===== src/rtl/lru_mtx_pkg.sv =====
package lru_mtx_pkg;
  localparam int LRU_MAX_FRAMES = 8;
  localparam int LRU_IDX_W      = 3;

  typedef logic [LRU_IDX_W-1:0]      frame_idx_t;
  typedef logic [LRU_MAX_FRAMES-1:0] wide_row_t;

  // One-hot mask for column k at the widest frame count.
  function automatic wide_row_t col_mask(input frame_idx_t k);
    return wide_row_t'(1) << k;
  endfunction

  // Next value of row `self` after a touch of frame k (set row, clear column).
  function automatic wide_row_t row_update(input wide_row_t  old_row,
                                           input frame_idx_t self,
                                           input frame_idx_t k,
                                           input logic       hit);
    if (!hit)
      return old_row;
    if (k == self)
      return ~col_mask(k);
    return old_row & ~col_mask(k);
  endfunction
endpackage


===== src/rtl/lru_mtx_row.sv =====
module lru_mtx_row
  import lru_mtx_pkg::*;
#(
  parameter int N   = 4,
  parameter int ROW = 0
) (
  input  logic       clk,
  input  logic       rst_n,
  input  logic       hit,
  input  frame_idx_t idx,
  output logic [N-1:0] row_q
);
  localparam frame_idx_t SELF = frame_idx_t'(ROW);

  wide_row_t      nxt_wide;
  logic [N-1:0]   kmask;
  logic           own_touch;

  assign nxt_wide  = row_update(wide_row_t'(row_q), SELF, idx, hit);
  assign kmask     = N'(1) << idx;
  assign own_touch = hit && (idx == SELF);

  always_ff @(posedge clk or negedge rst_n) begin
    if (!rst_n)
      row_q <= '0;
    else
      row_q <= nxt_wide[N-1:0];
  end

  AST_DIAG_ZERO: assert property (@(posedge clk) disable iff (!rst_n)
    row_q[ROW] == 1'b0);

  AST_ROW_SET: assert property (@(posedge clk) disable iff (!rst_n)
    own_touch |=> (row_q == ~N'(1 << ROW)));

  AST_COL_CLEAR: assert property (@(posedge clk) disable iff (!rst_n)
    (hit && !own_touch) |=> ((row_q & $past(kmask)) == '0));

  AST_OTHER_BITS_KEPT: assert property (@(posedge clk) disable iff (!rst_n)
    (hit && !own_touch) |=> ((row_q & ~$past(kmask)) == ($past(row_q) & ~$past(kmask))));
endmodule


===== src/rtl/lru_mtx_pick.sv =====
module lru_mtx_pick
  import lru_mtx_pkg::*;
#(
  parameter int N = 4
) (
  input  logic [N*N-1:0] rows_flat,
  output frame_idx_t     lru_idx
);
  logic [N-1:0] best_val;

  // Linear scan with strict less-than: the lowest index wins on equal rows.
  always_comb begin
    lru_idx  = '0;
    best_val = rows_flat[0 +: N];
    for (int i = 1; i < N; i++) begin
      if (rows_flat[i*N +: N] < best_val) begin
        best_val = rows_flat[i*N +: N];
        lru_idx  = frame_idx_t'(i);
      end
    end
  end
endmodule


===== src/rtl/lru_mtx_tracker.sv =====
module lru_mtx_tracker
  import lru_mtx_pkg::*;
#(
  parameter int N = 4
) (
  input  logic           clk,
  input  logic           rst_n,
  input  logic           acc_vld,
  input  logic [2:0]     acc_idx,
  output logic [2:0]     lru_idx,
  output logic [N*N-1:0] rows_flat
);
  localparam logic [3:0] N_LIM = 4'(N);

  logic hit_ev;
  logic oor_ev;

  assign hit_ev = acc_vld && ({1'b0, acc_idx} < N_LIM);
  assign oor_ev = acc_vld && !hit_ev;

  for (genvar r = 0; r < N; r++) begin : g_row
    lru_mtx_row #(.N(N), .ROW(r)) u_row (
      .clk   (clk),
      .rst_n (rst_n),
      .hit   (hit_ev),
      .idx   (acc_idx),
      .row_q (rows_flat[r*N +: N])
    );
  end

  lru_mtx_pick #(.N(N)) u_pick (
    .rows_flat (rows_flat),
    .lru_idx   (lru_idx)
  );

  AST_LRU_IN_RANGE: assert property (@(posedge clk) disable iff (!rst_n)
    {1'b0, lru_idx} < N_LIM);

  AST_VICTIM_NOT_MRU: assert property (@(posedge clk) disable iff (!rst_n)
    hit_ev |=> (lru_idx != $past(acc_idx)));

  AST_IDLE_STABLE: assert property (@(posedge clk) disable iff (!rst_n)
    !acc_vld |=> $stable(rows_flat));

  AST_OOR_STABLE: assert property (@(posedge clk) disable iff (!rst_n)
    oor_ev |=> $stable(rows_flat));
endmodule


===== config.mk =====
export PLATFORM = sky130hd
export DESIGN_NAME = lru_mtx_tracker
export DESIGN_NICKNAME = d
export VERILOG_FILES = /design/src/rtl/lru_mtx_pkg.sv /design/src/rtl/lru_mtx_row.sv /design/src/rtl/lru_mtx_pick.sv /design/src/rtl/lru_mtx_tracker.sv
export SDC_FILE = /design/constraint.sdc
export NUM_CORES = 1
export LEC_CHECK = 0
export BUFFER_PORTS_ARGS = -buffer_cell sky130_fd_sc_hd__buf_2
export CORE_MARGIN = 10
export CORE_UTILIZATION = 55
export DETAILED_ROUTE_END_ITERATION = 8
export GPL_TIMING_DRIVEN = 0
export PLACE_DENSITY = 0.83
export SLEW_MARGIN = 20
export SYNTH_ARGS = -nofsm -noshare
export SYNTH_HDL_FRONTEND = slang
export SYNTH_SLANG_ARGS = --single-unit
export TNS_END_PERCENT = 10

===== constraint.sdc =====
create_clock -name clk -period 9.85 [get_ports clk]
set_input_delay 1.97 -clock clk [delete_from_list [all_inputs] [get_ports clk]]
set_output_delay 1.97 -clock clk [all_outputs]
set_load 0.01 [all_outputs]

# Yosys cells after proc, flatten, opt, wreduce, memory -nomap -nowiden
# Cells that the tools add are included.
# word_totals
out_inout_bits	19
elab_cells	48
in_bits	6
regBits	16
# classes
bitwise_logic	5
muxes	29
n_reduce_logical	2
eq_ne	3
magnitude_cmp	4
shifts	1
# ops
cell	count
4-bit two-way mux	18
4-bit AND	4
4-bit less-than comparator	3
1-bit two-way mux	9
3-bit by 2-bit == test with 1-bit output, second input constant	2
2-bit two-way mux	2
4-bit NOT	1
1-bit by 3-bit left shift with 4-bit output, first input constant	1
3-bit by 1-bit == test with 1-bit output, second input constant	1
3-bit zero test	1
3-bit less-than comparator, second input constant	1
1-bit logical AND	1

# Depth between registers and ports, before layout
# Gate-level depths: netlist of the first run.
# logic_depth
ltp_word	6
depth_mapped	17
ltp_nobuf	17

# Cells and area by module
# From an unflattened synthesis of the first run, not the netlist that was laid out.
# unflattened
cells_unflattened	114
area_unflattened_um2	1114.8
# modules_own_cells
mod	cells_each	seq_area_each_um2	n_inst	area_each_um2
lru_mtx_pick	57	0.0	1	425.4
lru_mtx_row (g_row[1].u_row ...)	14	100.1	2	162.7
lru_mtx_row (g_row[0].u_row)	13	100.1	1	176.4
lru_mtx_row (g_row[3].u_row)	15	100.1	1	173.9
lru_mtx_tracker	1	0.0	1	13.8

# Worst setup path after synthesis of the first run
# No wires, ideal clock.
# synth_timing
path_kind	reg2out
from	register g_row[0].u_row.row_q[2]
to	output lru_idx[0]
required_ns	7.880
stages_incl_launch_ff	18
path_buffers	0
path_slack_ns	4.109
t_arrival_ns	3.771
cell_sequence	dfrtp_1 -> inv_1 -> ha_1 -> a21oi_1 -> o21bai_1 -> a21oi_1 -> mux2i_1 -> ha_1 -> o21ai_0 -> a21oi_1 -> nor2_1 -> a21o_1 -> mux2_4 -> ha_1 -> or4_1 -> nor4b_1 -> mux2i_1 -> o311ai_0
# synth_between
elab_chain_len	6
word_cells_on_any_way	8
classes_between	order compare: 3; mux: 5
# synth_lines
item	line	rtl
start, declared	lru_mtx_row.sv:11	output logic [N-1:0] row_q
start signal, assigned	lru_mtx_row.sv:27	row_q <= nxt_wide[N-1:0];
4-bit less-than comparator	lru_mtx_pick.sv:16	if (rows_flat[i*N +: N] < best_val) begin
4-bit two-way mux	lru_mtx_pick.sv:16	
4-bit less-than comparator	lru_mtx_pick.sv:16	
4-bit two-way mux	lru_mtx_pick.sv:16	
4-bit less-than comparator	lru_mtx_pick.sv:16	
2-bit two-way mux (*)	lru_mtx_pick.sv:16	
end, declared	lru_mtx_tracker.sv:10	output logic [2:0] lru_idx,
# Every way passes the cells marked *; elsewhere a longest branch is shown, timed or not.

# Worst setup path after layout of the first run
# Ends and elaborated chain as after synthesis.

==> key figures, run 1 <==
Place
  • Detailed placement HPWL: 1971 um
  • PortBufs: 23
  • Inst Count DP: 159
  • RePlAce Congestion: 0.8510

Clock network
  • Bufs on Longest Clock Path: 2
  • Cell at the root of the clock tree: clkbuf_4
  • TritonCTS clock tree: built
  • Number of CTS-inserted buffers: 3
  • CTS resizes: 0
  • Hold buffers post-CTS: 0
  • Clock latency on the worst-skew pair: 270 ps
  • Number of sinks handled by clock tree synthesis: 16
  • Clock slew seen by the registers of the worst setup and hold paths: 80 ps
  • Clock H-tree levels: 1
  • Number of buffers inserted to repair setup after CTS: 0

Detailed routing
  • Initial DRC Count: 17
  • DRT Pass-1 Iters: 4
  • ANT nets after route: 0
  • DRC violation count after routing: 0
  • Routed vias/inst: 5.321
  • Wire per inst: 14.23 um
  • Vias after detailed routing: 862
  • Total detailed-routing wirelength: 2306 um

Min path
  • Endpoint, Worst Hold: g_row[3].u_row.row_q[1]
  • Cell depth of the worst min-delay path: 2
  • Worst hold path startpoint: g_row[3].u_row.row_q[1]
  • Worst hold path class: register to register

Final layout
  • Ratio of cells with drive above 1 in the final layout: 21.90%
  • Number of inserted filler cells in the final layout: 153
  • Number of non-filler instances in the completed layout: 162
  • Max FFs per register: 16
  • Net count, final: 156
  • Area overhead of the layout relative to synthesis: 16.71%
  • Antenna diode count: 0
  • Register ranked first by flip-flop count: g_row.u_row.row_q
  • Largest regs: g_row.u_row.row_q: 16 flops

Flow run
  • Max cap viols: 0

Yosys
  • Count of different cell masters after synthesis: 28
  • Post-synthesis net count: 128
  • Yosys top cell area share: 39.60%
  • Biggest area consumer among synthesized cells: dfrtp_1
  • Avg Cell Area, Syn: 9.108 um2
  • Count of synthesis-stage warnings from yosys: 0
  • Synth Cell Area: 1011 um2
  • Synth area leaders: dfrtp_1 40%, ha_1 14%, nor2_1 6.3%
  • Gate count after technology mapping: 111
  • Flops & latches, synth: 16
  • Post-synthesis sequential area ratio: 39.60%

Power and ir drop
  • Worst voltage drop across the vdd grid: 0.1201 mV
  • Power density of the placed cells: 169.6 nW/um2
  • Static leakage: 0.6448 nW

Global route
  • Overall global routing resource usage: 11.85%
  • Global-route wire length before repair: 3891 um
  • Maximum number of pins on one net before global-route repair: 17
  • Remaining Overflow, GRT: 0
  • Initial antenna violation count: 0
  • Vias in the first global route: 880

Timing
  • Maximum achievable frequency: 154.1 MHz
  • Layout Skew: 0 ps
  • Final setup viols: 0
  • Final-layout setup total negative slack: 0 ps
  • Final Hold Vio Count: 0
  • Tcrit/Tclk final: 65.87%
  • Hold slack final: 539.2 ps
  • Setup repair after global routing missed its margin: no
  • Final critical delay including setup and external delays: 6488 ps
  • Fin. max-slew vios: 0

Setup path
  • Count of cells along the worst register-to-register path: 2
  • Crit Path Max Fanout: 3
  • Signal arrival time at the worst endpoint: 4520 ps
  • Worst r2r dst: g_row[2].u_row.row_q[1]
  • Setup slack of the most critical reg-to-reg path: 9040 ps
  • Startpoint of the worst register-to-register path: g_row[2].u_row.row_q[1]
  • Critical setup path kind: register to primary output
  • Type of element capturing the critical path: primary output
  • Startpoint class of the critical path: register
  • Req. time, crit path: 7880 ps

Outcome
  • Outcome: finished, final reports clean

Floorplan
  • Core Area: 1727 um2
  • Row count: 15
  • Starting Density: 58.55%
  • Die outline area: 3953 um2
  • Horiz. Die Dim: 62.88 um
  • Top-Level Pins: 25
  • Vertical extent of the die: 62.88 um
cell usage in the layout (no fill, tap or decap), types with 4 or more instances in the layout:
| cell type | count |
|---|---|
| a21o_1 | 4 |
| a21oi_1 | 7 |
| buf_2 | 23 |
| dfrtp_1 | 16 |
| ha_1 | 11 |
| inv_1 | 10 |
| nand2_1 | 10 |
| nor2_1 | 17 |
| o21ai_0 | 8 |
worst max-delay path: stages (launching register included):
cell      delay, ps
dfrtp_1         370
inv_1            70
ha_1            320
a21oi_1         190
o21bai_1        130
a21oi_1         250
mux2i_1         280
ha_1            260
o21ai_0         160
a21oi_1         120
nor2_1          170
a21o_1          160
mux2_4          310
ha_1            180
or4_1           550
nor4b_1         290
mux2i_1         120
o311ai_0        100
buf_2           190
where the power goes:
part | internal, W | switching, W
Sequential | 0.0000723 | 0.00000770
Clock | 0.0000142 | 0.0000179
Combinational | 0.0000421 | 0.0000459
Total | 0.000129 | 0.0000715
cell type report:
type	count	area (um2)	share of cell area (%)
inverter	10	37.54	3.181
buffer	2	11.26	0.9544
multi-input combinational	83	561.8	47.61
clock buffer	3	22.52	1.909
timing repair buffer	23	115.1	9.756
sequential	16	400.4	33.93
tap	25	31.28	2.651
per-stage QoR:
step                setup slack [ps]  util, %  total power (W)  instance area, um2
floorplan                       4109        -        0.0001423                1011
global placement                3793    67.03        0.0001646                1157
detailed placement              3684    67.03        0.0001692                1157
CTS                             3365    68.33        0.0002014                1180
global route                    3064    68.33        0.0002146                1180
finish                          3362    68.33        0.0002002                1180
how the worst max path moves through the flow:
stage          slack, ps          to                    start
6_report            3360  lru_idx[0]  g_row[0].u_row.row_q[2]
5_1_grt             3060  lru_idx[0]  g_row[0].u_row.row_q[2]
4_1_cts             3360  lru_idx[0]  g_row[0].u_row.row_q[2]
3_5_place_dp        3680  lru_idx[0]  g_row[0].u_row.row_q[2]
3_3_place_gp        3790  lru_idx[0]  g_row[0].u_row.row_q[2]
2_1_floorplan       4110  lru_idx[0]  g_row[0].u_row.row_q[2]
per-layer routing:
layer	GRT usage, %	up-vias	share of wire, %
li1	-	437	-
met1	12.73	405	43
met2	21.57	16	52
met3	1.971	4	3.7
met4	5.866	0	1.3
met5	0	-	0
Yosys cell counts, drive strengths merged:
cell	number
nor2	17
dfrtp	16
ha	11
inv	10
nand2	10
o21ai	8
a21oi	7
a21o	4
mux2i	3
nand2b	3
o21a	3
mux2	2
nor2b	2
a21boi	1
a221o	1
and2	1
and3	1
buf	1
clkbuf	1
conb	1
nand3	1
nor4b	1
o21bai	1
o221a	1
o22ai	1
o311ai	1
or3	1
or4	1
kinds of logic (layout without fill, tap and decap cells):
kind of cell	Yosys count	after routing	share of synthesized area, %
AND/OR/NAND/NOR	38	38	17.08
AO/OA/AOI/OAI	28	28	18.57
flip-flops	16	16	39.60
buffers and inverters	12	38	4.827
adder cells (fa/ha/maj)	11	11	13.61
multiplexers	5	5	5.941
other	1	1	0.3709
Power figures use the tool's default switching activity.
==> run 2, diff against run 1 <==
--- a/config.mk
+++ b/config.mk
@@ -5,12 +5,13 @@
 export SDC_FILE = /design/constraint.sdc
 export NUM_CORES = 1
 export LEC_CHECK = 0
+export ABC_AREA = 1
 export BUFFER_PORTS_ARGS = -buffer_cell sky130_fd_sc_hd__buf_2
 export CORE_MARGIN = 10
-export CORE_UTILIZATION = 55
+export CORE_UTILIZATION = 51
 export DETAILED_ROUTE_END_ITERATION = 8
 export GPL_TIMING_DRIVEN = 0
-export PLACE_DENSITY = 0.83
+export PLACE_DENSITY = 0.78
 export SLEW_MARGIN = 20
 export SYNTH_ARGS = -nofsm -noshare
 export SYNTH_HDL_FRONTEND = slang
==> constraint.sdc (replaced) <==
create_clock -name clk -period 6.5 [get_ports clk]
set_input_delay 1.3 -clock clk [delete_from_list [all_inputs] [get_ports clk]]
set_output_delay 1.3 -clock clk [all_outputs]
set_load 0.01 [all_outputs]
==> key figures, run 2 <==
Outcome
  • Outcome: finished, final reports clean

Setup path
  • Library cell appearing most often on the critical path: nand2_1
  • Req. time, crit path: 5200 ps
  • Signal arrival time at the worst endpoint: 3000 ps
  • Ordered cell list for the critical path: inv_1 -> ha_1 -> nand2_1 -> clkinv_1 -> nand2_2 -> nand2_4 -> nand2_1 -> o21ai_0 -> ha_1 -> a21oi_1 -> nand2_4 -> nand2_1 -> o21ai_0 -> ha_1 -> nand2_1 -> inv_1 -> nand2_1 -> nand2_1 -> nand2_1 -> buf_2
  • Delay of the slowest cell on the worst path: 380 ps
  • Startpoint class of the critical path: register
  • CP max stage cell: dfrtp_1
  • Type of element capturing the critical path: primary output
  • Crit Path Max Fanout: 7
  • Critical setup path kind: register to primary output

Timing
  • Tcrit/Tclk final: 66.13%
  • Final Hold Vio Count: 0
  • Maximum achievable frequency: 232.6 MHz
  • Layout Skew: 0 ps
  • Final setup margin: 2202 ps
  • Fin. max-slew vios: 0
  • Final critical delay including setup and external delays: 4298 ps
  • Final-layout setup total negative slack: 0 ps
  • Setup repair after global routing missed its margin: no
  • Final setup viols: 0

Yosys
  • Ranking of synthesized cells by instance count: 30 x nand2_1, 25 x inv_1, 16 x dfrtp_1
  • Post-synthesis sequential area ratio: 41.56%
  • Gate count after technology mapping: 121
  • Flops & latches, synth: 16
  • Count of synthesis-stage warnings from yosys: 0
  • Synth area leaders: dfrtp_1 42%, ha_1 14%, nand2_1 12%
  • Avg Cell Area, Syn: 7.962 um2
  • Async S/R FF share, synth: 100.0%
  • Biggest area consumer among synthesized cells: dfrtp_1
  • Number of synthesized flops with an enable pin: 0
  • Library cell with the highest instance count after synthesis: nand2_1
  • Synth Cell Area: 963.4 um2
  • Yosys top cell area share: 41.56%
  • Post-synthesis net count: 138
  • Count of different cell masters after synthesis: 17
  • Prevailing post-synth register cell: dfrtp_1

Clock network
  • Bufs on Longest Clock Path: 2
  • Clock latency on the worst-skew pair: 270 ps
  • Number of sinks handled by clock tree synthesis: 16
  • CTS resizes: 0
  • Clock H-tree levels: 1
  • Clock slew seen by the registers of the worst setup and hold paths: 90 ps
  • Hold buffers post-CTS: 0
  • Number of CTS-inserted buffers: 3
  • Number of buffers inserted to repair setup after CTS: 0
  • Cell at the root of the clock tree: clkbuf_4
  • TritonCTS clock tree: built

Global route
  • Overall global routing resource usage: 10.53%
  • Remaining Overflow, GRT: 0
  • Initial antenna violation count: 0
  • Global-route wire length before repair: 3588 um
  • Maximum number of pins on one net before global-route repair: 17
  • Vias in the first global route: 860

Final layout
  • Commonest cells after routing, fill and taps aside: 30 x nand2_1, 25 x inv_1, 23 x buf_2
  • Area overhead of the layout relative to synthesis: 18.96%
  • Number of inserted filler cells in the final layout: 162
  • Max FFs per register: 16
  • Multi-input combinational cell area: 454.2 um2
  • Antenna diode count: 0
  • Register ranked first by flip-flop count: g_row.u_row.row_q
  • Ratio of cells with drive above 1 in the final layout: 24.32%
  • Storage cell area: 400.4 um2
  • Commonest non-fill, non-tap cell in the layout: nand2_1
  • Net count, final: 166
  • Largest regs: g_row.u_row.row_q: 16 flops

Detailed routing
  • Vias after detailed routing: 800
  • Initial DRC Count: 25
  • Routed vias/inst: 4.624
  • Total detailed-routing wirelength: 1991 um
  • DRT Pass-1 Iters: 4
  • ANT nets after route: 0
  • DRC violation count after routing: 0
  • Wire per inst: 11.51 um

Power and ir drop
  • Worst voltage drop across the vdd grid: 0.2103 mV
  • Power density of the placed cells: 318.3 nW/um2
  • Static leakage: 0.6618 nW

Floorplan
  • Core Area: 1764 um2
  • Horiz. Die Dim: 63.47 um
  • Starting Density: 54.61%
  • Top-Level Pins: 25
  • Row count: 15
  • Die outline area: 4028 um2
  • Vertical extent of the die: 63.47 um

Min path
  • Worst hold path class: register to register

Place
  • Worst slack after detailed placement: 2489 ps
  • Detailed placement HPWL: 1739 um
  • PortBufs: 23
  • RePlAce Congestion: 0.7482

Flow run
  • Max cap viols: 0
==> run 2: power breakdown <==
group	switching, W	total (W)	internal [W]
logic	0.000105	0.000174	0.0000690
registers	0.0000129	0.000128	0.000115
clock network	0.0000288	0.0000628	0.0000340
total	0.000147	0.000365	0.000218
==> run 2: worst max-delay path, delay by kind of cell, from the launching register on <==
family / cells / cell delay [ps]
and+or+nand+nor: 10 / 710
adders and majority gates: 3 / 830
DFF: 1 / 380
buffers and inverters: 4 / 310
AOI/OAI and AO/OA: 3 / 480
==> run 2: kinds of logic after synthesis <==
family	after synthesis	synth area share [%]
compound gates	14	8.442
fa+ha+maj	11	14.29
simple gates	51	24.03
buf+inv	28	11.30
other cells	1	0.3892
flops	16	41.56
==> run 2: metrics by stage <==
step,area (um2),instances,hold WS (ps),power [W],util [%]
finish,1146,173,521.2,0.0003648,64.96
global placement,1110,169,509.9,0.0003001,62.91
global route,1146,173,562.7,0.0003998,64.96
CTS,1146,173,524.8,0.0003689,64.96
floorplan,963.4,121,530.3,0.0002539,-
detailed placement,1110,169,509.3,0.0003065,62.91
==> run 2: path summary, 6_finish.rpt <==
kind | endpoint | startpoint | slack [ps] | depth (start not counted)
min | g_row[3].u_row.row_q[3] | g_row[3].u_row.row_q[3] | 520 | 2
max reg2reg | g_row[3].u_row.row_q[1] | g_row[3].u_row.row_q[1] | 5780 | 2
min reg2reg | g_row[3].u_row.row_q[3] | g_row[3].u_row.row_q[3] | 520 | 2
min in group asynchronous | g_row[2].u_row.row_q[3] | rst_n | 910 | 1
max in group asynchronous | g_row[3].u_row.row_q[1] | rst_n | 5340 | 1
max | lru_idx[0] | g_row[0].u_row.row_q[3] | 2200 | 20
==> run 2: area by class of cell <==
| class | instances | area share [%] |
|---|---|---|
| clock buffer | 4 | 3.166 |
| buffer | 1 | 0.6550 |
| multi-input combinational | 77 | 39.63 |
| inverter | 27 | 8.843 |
| timing repair buffer | 23 | 10.04 |
| sequential | 16 | 34.93 |
| tap | 25 | 2.729 |
==> run 2: per-layer routing <==
metal  share of wire, %  track usage (%)  wire, um
met3                5.8            3.357       115
met1                 44            11.51       879
met2                 50            18.97       986
met4               0.45            2.732         9
met5                  0                0         0
==> run 3, diff against run 2 <==
--- a/config.mk
+++ b/config.mk
@@ -8,10 +8,10 @@
 export ABC_AREA = 1
 export BUFFER_PORTS_ARGS = -buffer_cell sky130_fd_sc_hd__buf_2
 export CORE_MARGIN = 10
-export CORE_UTILIZATION = 51
+export CORE_UTILIZATION = 46
 export DETAILED_ROUTE_END_ITERATION = 8
 export GPL_TIMING_DRIVEN = 0
-export PLACE_DENSITY = 0.78
+export PLACE_DENSITY = 0.75
 export SLEW_MARGIN = 20
 export SYNTH_ARGS = -nofsm -noshare
 export SYNTH_HDL_FRONTEND = slang
==> constraint.sdc (replaced) <==
create_clock -name clk -period 3.9 [get_ports clk]
set_input_delay 0.78 -clock clk [delete_from_list [all_inputs] [get_ports clk]]
set_output_delay 0.78 -clock clk [all_outputs]
set_load 0.01 [all_outputs]
==> key figures, run 3 (synthesis gave the netlist of run 2 again) <==
Outcome
  • Outcome: finished, final reports clean

Detailed routing
  • DRC violation count after routing: 0
  • DR WL met2: 987 um
  • DRT Pass-1 Iters: 4
  • Initial DRC Count: 18
  • Routed wire length on met3: 114 um
  • Post-Route M1 WL: 860 um
  • Vias after detailed routing: 825
  • Highest metal layer used by the detailed router: met4
  • Wire per inst: 11.31 um
  • Total detailed-routing wirelength: 1991 um
  • Routed vias/inst: 4.688
  • ANT nets after route: 0

Timing
  • Hold slack final: 382.0 ps
  • Final setup viols: 0
  • Maximum achievable frequency: 279.1 MHz
  • Tcrit/Tclk final: 91.88%
  • Fin. max-slew vios: 0
  • Final Hold Vio Count: 0
  • Final critical delay including setup and external delays: 3583 ps
  • Final-layout setup total negative slack: 0 ps
  • Final setup margin: 316.7 ps
  • Layout Skew: 0 ps
  • Setup repair after global routing missed its margin: no

Setup path
  • Signal arrival time at the worst endpoint: 2800 ps
  • Critical setup path kind: register to primary output
  • Req. time, crit path: 3120 ps
  • Startpoint class of the critical path: register
  • Type of element capturing the critical path: primary output
  • Crit Path Max Fanout: 7

Final layout
  • Max FFs per register: 16
  • Number of non-filler instances in the completed layout: 176
  • Net count, final: 167
  • Finished Core Util: 59.34%
  • Area overhead of the layout relative to synthesis: 22.08%
  • Largest regs: g_row.u_row.row_q: 16 flops
  • Commonest non-fill, non-tap cell in the layout: nand2_1
  • Number of inserted filler cells in the final layout: 170
  • Commonest cells after routing, fill and taps aside: 30 x nand2_1, 23 x buf_2, 22 x inv_1
  • Antenna diode count: 0
  • Register ranked first by flip-flop count: g_row.u_row.row_q
  • Ratio of cells with drive above 1 in the final layout: 28.86%
  • Multi-input combinational cell area: 474.2 um2
  • Storage cell area: 400.4 um2

Floorplan
  • Row count: 16
  • Vertical extent of the die: 65.77 um
  • Starting Density: 48.61%
  • Core Area: 1982 um2
  • Top-Level Pins: 25
  • Die outline area: 4325 um2
  • Horiz. Die Dim: 65.77 um

Power and ir drop
  • Static leakage: 0.6641 nW
  • Worst voltage drop across the vdd grid: 0.3112 mV
  • Power density of the placed cells: 533.7 nW/um2

Clock network
  • Number of CTS-inserted buffers: 3
  • Hold buffers post-CTS: 0
  • Number of sinks handled by clock tree synthesis: 16
  • Cell at the root of the clock tree: clkbuf_4
  • Bufs on Longest Clock Path: 2
  • Clock H-tree levels: 1
  • TritonCTS clock tree: built
  • Clock latency on the worst-skew pair: 280 ps
  • Clock slew seen by the registers of the worst setup and hold paths: 90 ps

Global route
  • Global-route wire length before repair: 3394 um
  • Vias in the first global route: 756
  • Remaining Overflow, GRT: 0
  • Initial antenna violation count: 0
  • Maximum number of pins on one net before global-route repair: 17
  • Overall global routing resource usage: 9.765%

Place
  • RePlAce Congestion: 0.8036
  • PortBufs: 23
  • Inst Count DP: 171
  • Worst slack after detailed placement: 371.0 ps
  • Detailed placement HPWL: 1707 um

Flow run
  • Max cap viols: 0

Min path
  • Worst hold path class: primary input to asynchronous set/reset pin
## run 3: per-layer routing
layer	global-route usage, %	vias to the layer above
li1	-	426
met1	12.11	379
met2	15.34	16
met3	3.390	4
met4	3.209	0
met5	0	-
## run 3: timing repair
item	4_1_cts	5_1_grt
gates resized for setup	0	9
endpoints found under the setup margin	0	2
setup buffers	0	1
## run 3: area by class of cell
class	count	share of cell area (%)
buffer	1	0.6383
timing repair buffer	24	10.43
clock buffer	4	3.085
tap	27	2.872
multi-input combinational	77	40.32
inverter	27	8.617
sequential	16	34.04
## run 3: report_power, final
group | switching, W | total, W | internal (W)
Clock | 0.0000500 | 0.000107 | 0.0000569
Combinational | 0.000181 | 0.000307 | 0.000126
Sequential | 0.0000224 | 0.000214 | 0.000191
## run 3: worst paths after layout
kind                                         start                      end  slack [ps]  cells past startpoint
min in group clk           g_row[3].u_row.row_q[2]  g_row[3].u_row.row_q[2]         530                      2
setup reg to reg           g_row[2].u_row.row_q[0]  g_row[2].u_row.row_q[0]        3180                      2
hold / removal                               rst_n  g_row[2].u_row.row_q[3]         380                      1
max in group asynchronous                    rst_n  g_row[1].u_row.row_q[2]        3260                      1
setup / recovery           g_row[0].u_row.row_q[3]               lru_idx[1]         320                     22
hold reg to reg            g_row[3].u_row.row_q[2]  g_row[3].u_row.row_q[2]         530                      2
## run 3: stage by stage
step | cell area (um2) | power, W
after detailed placement | 1112 | 0.0005094
after CTS | 1149 | 0.0006170
after floorplan | 963.4 | 0.0004232
final | 1176 | 0.0006277
after global placement | 1112 | 0.0005009
after global routing | 1176 | 0.0006940
## run 3: worst max-delay path, cell delays in order (launching register included)
cell,delay (ps)
dfrtp_1,410
inv_2,90
ha_4,210
nand2_1,70
clkinv_1,60
nand2_2,100
nand2_4,80
nand2_1,60
o21ai_1,80
ha_1,280
inv_1,30
nor2_1,110
nand2_2,90
nand2_4,90
nand2_1,50
o21ai_1,80
ha_1,250
nand2_1,60
inv_1,30
nand2_1,50
nand2_1,60
nand2_1,50
buf_2,120
